$ cat src/rtl/qxpd_pkg.sv
package qxpd_pkg;
  // two-bit twisted-ring divider state: bit 0 in-phase, bit 1 quadrature
  typedef logic [1:0] quad_t;
  localparam int unsigned NUM_IN    = 2;
  localparam int unsigned NUM_PHASE = 2;
  localparam quad_t       QUAD_RST  = 2'b00;

  function automatic quad_t quad_next(input quad_t s);
    return {s[0], ~s[1]};
  endfunction
endpackage

$ cat src/rtl/qxpd_sync_edge.sv
module qxpd_sync_edge (
  input  logic clk,
  input  logic rst,
  input  logic async_in,
  output logic rise
);
  // sh[0], sh[1]: synchroniser; sh[2]: previous synchronised level
  logic [2:0] sh;

  always_ff @(posedge clk) begin
    if (rst) sh <= '0;
    else     sh <= {sh[1:0], async_in};
  end

  assign rise = sh[1] & ~sh[2];

  p_single_rise_r1: assert property (@(posedge clk) disable iff (rst)
    rise |=> !rise);
endmodule

$ cat src/rtl/qxpd_johnson.sv
module qxpd_johnson
  import qxpd_pkg::*;
(
  input  logic  clk,
  input  logic  rst,
  input  logic  adv,
  output quad_t ph
);
  always_ff @(posedge clk) begin
    if (rst)      ph <= QUAD_RST;
    else if (adv) ph <= quad_next(ph);
  end

  p_one_bit_step_r2: assert property (@(posedge clk) disable iff (rst)
    adv |=> ($countones(ph ^ $past(ph)) == 1));
  p_hold_r2: assert property (@(posedge clk) disable iff (rst)
    !adv |=> $stable(ph));
  p_rst_clear_r7: assert property (@(posedge clk)
    rst |=> (ph == QUAD_RST));
endmodule

$ cat src/rtl/qxpd_duty_window.sv
module qxpd_duty_window
  import qxpd_pkg::*;
#(
  parameter int unsigned WIN_W = 16
) (
  input  logic                 clk,
  input  logic                 rst,
  input  logic [NUM_PHASE-1:0] det,
  input  logic [WIN_W-1:0]     win_len,
  input  logic                 res_ready,
  output logic                 res_valid,
  output logic [WIN_W-1:0]     duty_i,
  output logic [WIN_W-1:0]     duty_q
);
  localparam int unsigned EXT_W = WIN_W + 1;

  logic [WIN_W-1:0] cnt;
  logic [WIN_W-1:0] acc  [NUM_PHASE];
  logic [WIN_W-1:0] accn [NUM_PHASE];
  logic             win_end;

  assign win_end = ({1'b0, cnt} + EXT_W'(1)) >= {1'b0, win_len};

  always_ff @(posedge clk) begin
    if (rst)          cnt <= '0;
    else if (win_end) cnt <= '0;
    else              cnt <= cnt + WIN_W'(1);
  end

  for (genvar p = 0; p < NUM_PHASE; p++) begin : g_acc
    assign accn[p] = acc[p] + WIN_W'(det[p]);
    always_ff @(posedge clk) begin
      if (rst || win_end) acc[p] <= '0;
      else                acc[p] <= accn[p];
    end
    p_acc_bound_r4: assert property (@(posedge clk) disable iff (rst)
      acc[p] <= cnt);
  end

  always_ff @(posedge clk) begin
    if (rst) begin
      res_valid <= 1'b0;
      duty_i    <= '0;
      duty_q    <= '0;
    end else if (win_end) begin
      res_valid <= 1'b1;
      duty_i    <= accn[0];
      duty_q    <= accn[1];
    end else if (res_ready) begin
      res_valid <= 1'b0;
    end
  end

  p_stall_hold_r5: assert property (@(posedge clk) disable iff (rst)
    (res_valid && !res_ready && !win_end) |=>
      (res_valid && $stable(duty_i) && $stable(duty_q)));
  p_accept_clear_r5: assert property (@(posedge clk) disable iff (rst)
    (res_valid && res_ready && !win_end) |=> !res_valid);
  p_window_valid_r6: assert property (@(posedge clk) disable iff (rst)
    win_end |=> res_valid);
endmodule

$ cat src/rtl/quad_xor_phase_det.sv
module quad_xor_phase_det
  import qxpd_pkg::*;
#(
  parameter int unsigned WIN_W = 16
) (
  input  logic             clk,
  input  logic             rst,
  input  logic             sig_a,
  input  logic             sig_b,
  input  logic [WIN_W-1:0] win_len,
  input  logic             res_ready,
  output logic             res_valid,
  output logic [WIN_W-1:0] duty_i,
  output logic [WIN_W-1:0] duty_q
);
  logic [NUM_IN-1:0]    sig_in;
  logic [NUM_IN-1:0]    rise;
  quad_t                ph [NUM_IN];
  logic [NUM_PHASE-1:0] det;

  assign sig_in = {sig_b, sig_a};

  for (genvar n = 0; n < NUM_IN; n++) begin : g_in
    qxpd_sync_edge u_sync (
      .clk      (clk),
      .rst      (rst),
      .async_in (sig_in[n]),
      .rise     (rise[n])
    );
    qxpd_johnson u_div (
      .clk (clk),
      .rst (rst),
      .adv (rise[n]),
      .ph  (ph[n])
    );
  end

  for (genvar p = 0; p < NUM_PHASE; p++) begin : g_det
    assign det[p] = ph[0][p] ^ ph[1][p];
  end

  qxpd_duty_window #(.WIN_W(WIN_W)) u_win (
    .clk       (clk),
    .rst       (rst),
    .det       (det),
    .win_len   (win_len),
    .res_ready (res_ready),
    .res_valid (res_valid),
    .duty_i    (duty_i),
    .duty_q    (duty_q)
  );
endmodule

$ cat config.mk
export PLATFORM = sky130hd
export DESIGN_NAME = quad_xor_phase_det
export DESIGN_NICKNAME = d
export VERILOG_FILES = /design/src/rtl/qxpd_pkg.sv /design/src/rtl/qxpd_sync_edge.sv /design/src/rtl/qxpd_johnson.sv /design/src/rtl/qxpd_duty_window.sv /design/src/rtl/quad_xor_phase_det.sv
export SDC_FILE = /design/constraint.sdc
export NUM_CORES = 1
export LEC_CHECK = 0
export BUFFER_PORTS_ARGS = -buffer_cell sky130_fd_sc_hd__buf_2
export CAP_MARGIN = 20
export CORE_MARGIN = 4
export CORE_UTILIZATION = 55
export DETAILED_ROUTE_END_ITERATION = 6
export PLACE_DENSITY = 0.79
export SLEW_MARGIN = 10
export SYNTH_ARGS = -nofsm -noshare
export SYNTH_HDL_FRONTEND = slang
export SYNTH_SLANG_ARGS = --single-unit
$ cat constraint.sdc
create_clock -name clk -period 3.34 [get_ports clk]
set_input_delay 0.501 -clock clk [delete_from_list [all_inputs] [get_ports clk]]
set_output_delay 0.501 -clock clk [all_outputs]
set_load 0.1 [all_outputs]
==> results of run 1 <==
where the power goes:
| group | total, mW | internal [mW] | switching [mW] |
|---|---|---|---|
| Combinational | 0.0795 | 0.0317 | 0.0479 |
| Sequential | 1.10 | 1.09 | 0.00675 |
| Clock | 0.830 | 0.442 | 0.388 |
cells by family after synthesis:
| logic type | after synthesis |
|---|---|
| fa+ha+maj | 21 |
| buf+inv | 46 |
| flops | 91 |
| compound gates | 24 |
| xor+xnor | 42 |
| simple gates | 196 |
| mux | 33 |
layer usage:
layer  global-route usage, %  vias up  wire, um
met3                    4.47        8       326
met2                    30.6       60      4040
li1                        -     1671         -
met1                    22.5     1563      3950
met5                       0        -         0
met4                    4.86        0        96
critical path: stages (launching register included):
cell      delay (ns)
dfxtp_2         0.37
ha_1            0.23
nand3_4         0.12
nor4b_4         0.34
nand3_2         0.13
xnor2_2         0.15
ha_1            0.29
nand4_1         0.16
nor4_1          0.09
a211oi_2        0.34
o211a_4         0.27
buf_12          0.19
mux2_2          0.35
path summary, 6_finish.rpt:
| path | from | to | depth (start not counted) |
|---|---|---|---|
| setup / recovery | u_win.cnt[0] | u_win.duty_i[2] | 12 |
| hold / removal | sig_a | g_in[0].u_sync.sh[0] | 2 |
| setup reg to reg | u_win.cnt[0] | u_win.duty_i[2] | 12 |
| hold reg to reg | g_in[1].u_sync.sh[0] | g_in[1].u_sync.sh[1] | 1 |
registers in the layout (all words and copies together), names as in the netlist:
| register | cells |
|---|---|
| g_in.u_div.ph | 4 |
| g_in.u_sync.sh | 6 |
| u_win.acc | 32 |
| u_win.cnt | 16 |
| u_win.duty_i | 16 |
| u_win.duty_q | 16 |
| u_win.res_valid | 1 |
cell type report:
class | count | area (um2) | share of cell area (%)
repair buffers | 67 | 400 | 7.97
inverters | 26 | 97.6 | 1.94
well taps | 102 | 128 | 2.54
flip-flops and latches | 91 | 1820 | 36.3
multi-input cells | 316 | 2340 | 46.7
clock inverters | 6 | 88.8 | 1.77
clock buffers | 10 | 138 | 2.74
cells in the final DEF, fill, tap and decap left out, types with 4 or more instances in the layout:
master / Yosys / routed
a211oi_1: 4 / 4
a21oi_1: 5 / 5
and3_1: 25 / 25
buf_2: 0 / 53
buf_4: 0 / 12
clkbuf_8: 0 / 10
dfxtp_1: 91 / 89
ha_1: 21 / 21
inv_1: 25 / 25
mux2_2: 4 / 4
mux2_4: 20 / 20
mux2i_1: 9 / 9
nand2_1: 22 / 22
nand3_1: 16 / 15
nand4_1: 11 / 11
nor2_1: 36 / 36
nor2b_1: 32 / 32
nor3_1: 34 / 34
nor4_1: 10 / 10
o21ai_0: 4 / 4
xnor2_1: 25 / 23
xor2_1: 17 / 17
through the flow:
| stage | setup TNS [ns] | hold WS, ns | utilization [%] |
|---|---|---|---|
| 5_1_grt | -0.0141 | 0.347 | 65.0 |
| 3_5_place_dp | 0 | 0.428 | 60.9 |
| 2_1_floorplan | 0 | 0.414 | - |
| 4_1_cts | 0 | 0.335 | 64.0 |
| 3_3_place_gp | 0 | 0.418 | 60.9 |
| 6_report | 0 | 0.350 | 65.0 |
repair_timing:
| action | CTS | global route |
|---|---|---|
| endpoints found under the hold margin | 0 | 0 |
| pin swaps | 2 | 4 |
| gates cloned | 0 | 1 |
| gates resized for setup | 1 | 7 |
| setup endpoints to repair | 2 | 32 |
| setup buffers | 1 | 2 |
==> run_results.csv, run 1 <==
group,metric,value,unit
grt,antenna_found_initial,0,
finish,n_antenna_cell,0,
synthesis,yosysTopAreaCell,"dfxtp_1",
cts,clk_pin_slew,0.09,ns
routing,vias_per_cell,5.34,
status,status,"complete, no violations",
cts,cts_tree,"built",
timing,max_freq,314,MHz
finish,nets,553,
synthesis,synth-edff-count,0,
timing,layout_setup_ws,0.160,ns
setup_path,arrival,3.42,ns
die,fp.dieArea,9390,um2
synthesis,synth_compound_area_share,4.26,%
timing,fin_crit,3.18,ns
grt,grt-ovfl-total,0,
timing,tightest_slew,0.506,ns
timing,setup_viol,0,
routing,drt_first_iter_violations,92,
routing,wl_per_cell,13.6,um
die,dieHeight,96.9,um
cts,postCtsHoldBufs,0,
synthesis,synth_top_family_by_area,"simple AND/OR/NAND/NOR gates",
grt,grt_pass1_vias,3206,
cts,clkLatencyLatePin,0.35,ns
setup_path,cp-end-kind,"flop",
place,placed_cells,598,
synthesis,synth_flop_cell,"dfxtp_1",
synthesis,synth_area_leaders,"dfxtp_1 (42%), mux2_4 (6.9%), ha_1 (6.0%)",
place,gp_congestion,0.863,
finish,drive_gt1_share,23.4,%
synthesis,synth-seq-cells,91,
synthesis,syn_area,4350,um2
die,die_width,96.9,um
power,p_leak,2.38,nW
setup_path,crit_path_start_kind,"flop",
cts,cts_max_path_buffers,2,
timing,hold_viol,0,
synthesis,synthCells,453,
timing,slew_viol_final,0,
die,fp.coreArea,7730,um2
die,io_pins,54,
synthesis,synthSimpleGateAreaFrac,24.2,%
finish,syn2layout_area_growth,15.4,%
cts,numCtsBuffers,9,
job,cap_violations,0,
grt,grt_pass1_wl,14300,um
synthesis,syn_area_per_cell,9.60,um2
setup_path,worstSetupPathType,"flop to flop",
hold_path,hold_class,"input port to flop",
synthesis,synth_most_common_cell,"dfxtp_1",
finish,n_fill_cell,626,
finish,finalInstanceArea,5020,um2
power,p_per_area,401,nW/um2
setup_path,rrSetupSlack,0.16,ns
routing,num_vias,3302,
routing,dr.pass1.iters,4,
timing,fin_crit_sh,95.2,%
die,initial_core_util,56.3,%
synthesis,ys_seq_area_share,41.9,%
place,place_area,4700,um2
cts,root_buffer,"clkbuf_8",
synthesis,async_reset_ff_share,0,%
setup_path,required,3.58,ns
place,port_buffers,53,
routing,routed_wl,8410,um
timing,final.setup_skew,0.00890,ns
timing,relSlewSlack,66.2,%
cts,htreeDepth,3,
synthesis,ys_types,39,
power,power,2.01,mW
synthesis,synth_mux_area_share,10.0,%
setup_path,critPathMaxFanout,16,
cts,clock_sinks,91,
die,rows,32,
synthesis,ys_top_cells_by_count,"dfxtp_1 (91), nor2_1 (36), nor3_1 (34)",
place,place_ws,0.0321,ns
place,dp_hpwl,5790,um
routing,ant_nets,0,
synthesis,synth_top_area_share,41.9,%
synthesis,yosysWarnings,0,
power,vdd_drop_max,0.000212,V
routing,drc_errors,0,
grt,grt_usage,17.9,%
grt,grt_max_degree,37,
finish,stdcell_count,618,
synthesis,synth_xor_area_share,8.46,%
synthesis,synthAdderAreaFrac,6.04,%
synthesis,syn_nets,495,
(Power assumes the default switching activity.)
==> run 2, diff against run 1 <==
==> constraint.sdc (replaced) <==
create_clock -name clk -period 3.34 [get_ports clk]
set_input_delay 0.334 -clock clk [delete_from_list [all_inputs] [get_ports clk]]
set_output_delay 0.334 -clock clk [all_outputs]
set_load 0.1 [all_outputs]
==> run_results.csv, run 2 (synthesis results as in run 1) <==
group,metric,value,unit
grt,grt_usage,18.5,%
finish,multiInputGateArea,2360,um2
setup_path,rr_startpoint,"u_win.cnt[0]",
status,status,"complete, no violations",
timing,hold_viol,0,
die,die_width,96.9,um
die,io_pins,54,
setup_path,rr_endpoint,"u_win.duty_i[14]",
place,port_buffers,53,
grt,grt_max_degree,37,
cts,htreeDepth,3,
routing,drt_first_iter_violations,136,
finish,layout_commonest_cell,"dfxtp_1",
die,dieHeight,96.9,um
finish,largest_register_ffs,32,
hold_path,whs_endpoint,"g_in[0].u_sync.sh[0]",
grt,grt_pass1_wl,14700,um
cts,clock_sinks,91,
timing,layout_setup_ws,0.0623,ns
power,p_leak,2.39,nW
timing,final.setup_skew,0.0128,ns
finish,n_antenna_cell,0,
timing,setup_viol,0,
place,gp_congestion,0.855,
hold_path,min-delay-start,"sig_a",
cts,clkLatencyLatePin,0.36,ns
routing,drc_errors,0,
hold_path,worstHoldPathCells,2,
setup_path,worstSetupPathType,"flop to flop",
hold_path,hold_class,"input port to flop",
finish,drive_gt1_share,23.8,%
die,fp.coreArea,7730,um2
setup_path,cp-end-kind,"flop",
cts,cts_max_path_buffers,2,
cts,clk_pin_slew,0.09,ns
setup_path,crit_path_start_kind,"flop",
timing,relSlewSlack,60.9,%
place,dp_hpwl,6090,um
finish,syn2layout_area_growth,16.0,%
routing,dr.pass1.iters,4,
routing,ant_nets,0,
routing,routed_wl,8870,um
job,cap_violations,0,
timing,totalNegativeSetupSlack,0,ns
die,rows,32,
finish,utilization,65.3,%
cts,cts_tree,"built",
finish,largest-register,"u_win.acc",
setup_path,required,3.60,ns
routing,num_vias,3329,
timing,slew_viol_final,0,
timing,fin_crit_sh,98.1,%
setup_path,critPathMaxFanout,15,
finish,regArea,1820,um2
place,place_ws,0.0361,ns
timing,tightest_slew,0.586,ns
cts,postCtsHoldBufs,0,
finish,nets,553,
routing,vias_per_cell,5.39,
setup_path,arrival,3.54,ns
grt,grt-ovfl-total,0,
routing,wl_per_cell,14.3,um
power,vdd_drop_max,0.000294,V
finish,n_fill_cell,634,
die,fp.dieArea,9390,um2
place,placed_cells,597,
grt,grt_pass1_vias,3268,
power,p_per_area,384,nW/um2
timing,max_freq,305,MHz
finish,stdcell_count,618,
timing,fin_crit,3.28,ns
die,initial_core_util,56.3,%
finish,most-common-layout-cells,"dfxtp_1 (89), buf_2 (53), nor2_1 (36)",
setup_path,rrSetupSlack,0.06,ns
cts,root_buffer,"clkbuf_8",
setup_path,reg2reg_depth,12,
timing,holdWs,0.180,ns
cts,numCtsBuffers,9,
grt,antenna_found_initial,0,
## run 2: layout make-up
cell class	instances	area share, %
tap	102	2.53
timing repair buffer	67	8.60
multi-input combinational	316	46.8
sequential	91	36.2
inverter	26	1.93
clock inverter	5	1.19
clock buffer	11	2.80
## run 2: metrics by stage
step,cell area (um2),total power [mW]
finish,5050,1.94
global placement,4700,1.20
detailed placement,4700,1.21
global route,5050,2.01
CTS,4900,1.95
floorplan,4350,1.18
## run 2: timing repair
action / CTS / global route
endpoints found under the setup margin: 0 / 52
setup buffers: 0 / 3
gates resized for setup: 0 / 15
## run 2: how the worst max path moves through the flow
stage,end,start,cells past startpoint,slack (ns)
after detailed placement,u_win.duty_i[2],u_win.cnt[0],12,0.04
after global placement,u_win.duty_i[15],u_win.cnt[0],12,0.08
final,u_win.duty_i[14],u_win.cnt[0],12,0.06
after CTS,u_win.duty_q[1],u_win.cnt[0],13,0.007
after floorplan,u_win.duty_i[10],u_win.cnt[2],12,0.39
after global routing,u_win.duty_i[3],u_win.cnt[0],12,-0.06
## run 2: per-layer routing
layer / share of wire, % / track usage, % / up-vias
li1: - / - / 1677
met1: 45 / 22.5 / 1577
met2: 50 / 32.0 / 62
met3: 4.3 / 4.97 / 13
met4: 1.3 / 5.18 / 0
met5: 0 / 0 / -
## run 2: report_power, final
part	internal [mW]	switching, mW	total, mW	leakage (nW)
Clock	0.371	0.385	0.756	0.100
Sequential	1.09	0.00710	1.10	0.735
Combinational	0.0325	0.0488	0.0812	1.55
## run 2: critical path, cell delays in order, from the launching register on
cell	delay [ns]
dfxtp_2	0.38
ha_2	0.22
nand3_4	0.10
nor4b_4	0.41
buf_4	0.19
xor2_2	0.15
ha_1	0.26
nand4_1	0.18
nor2_1	0.09
o31ai_2	0.35
o211a_4	0.33
clkbuf_16	0.21
mux2_4	0.30
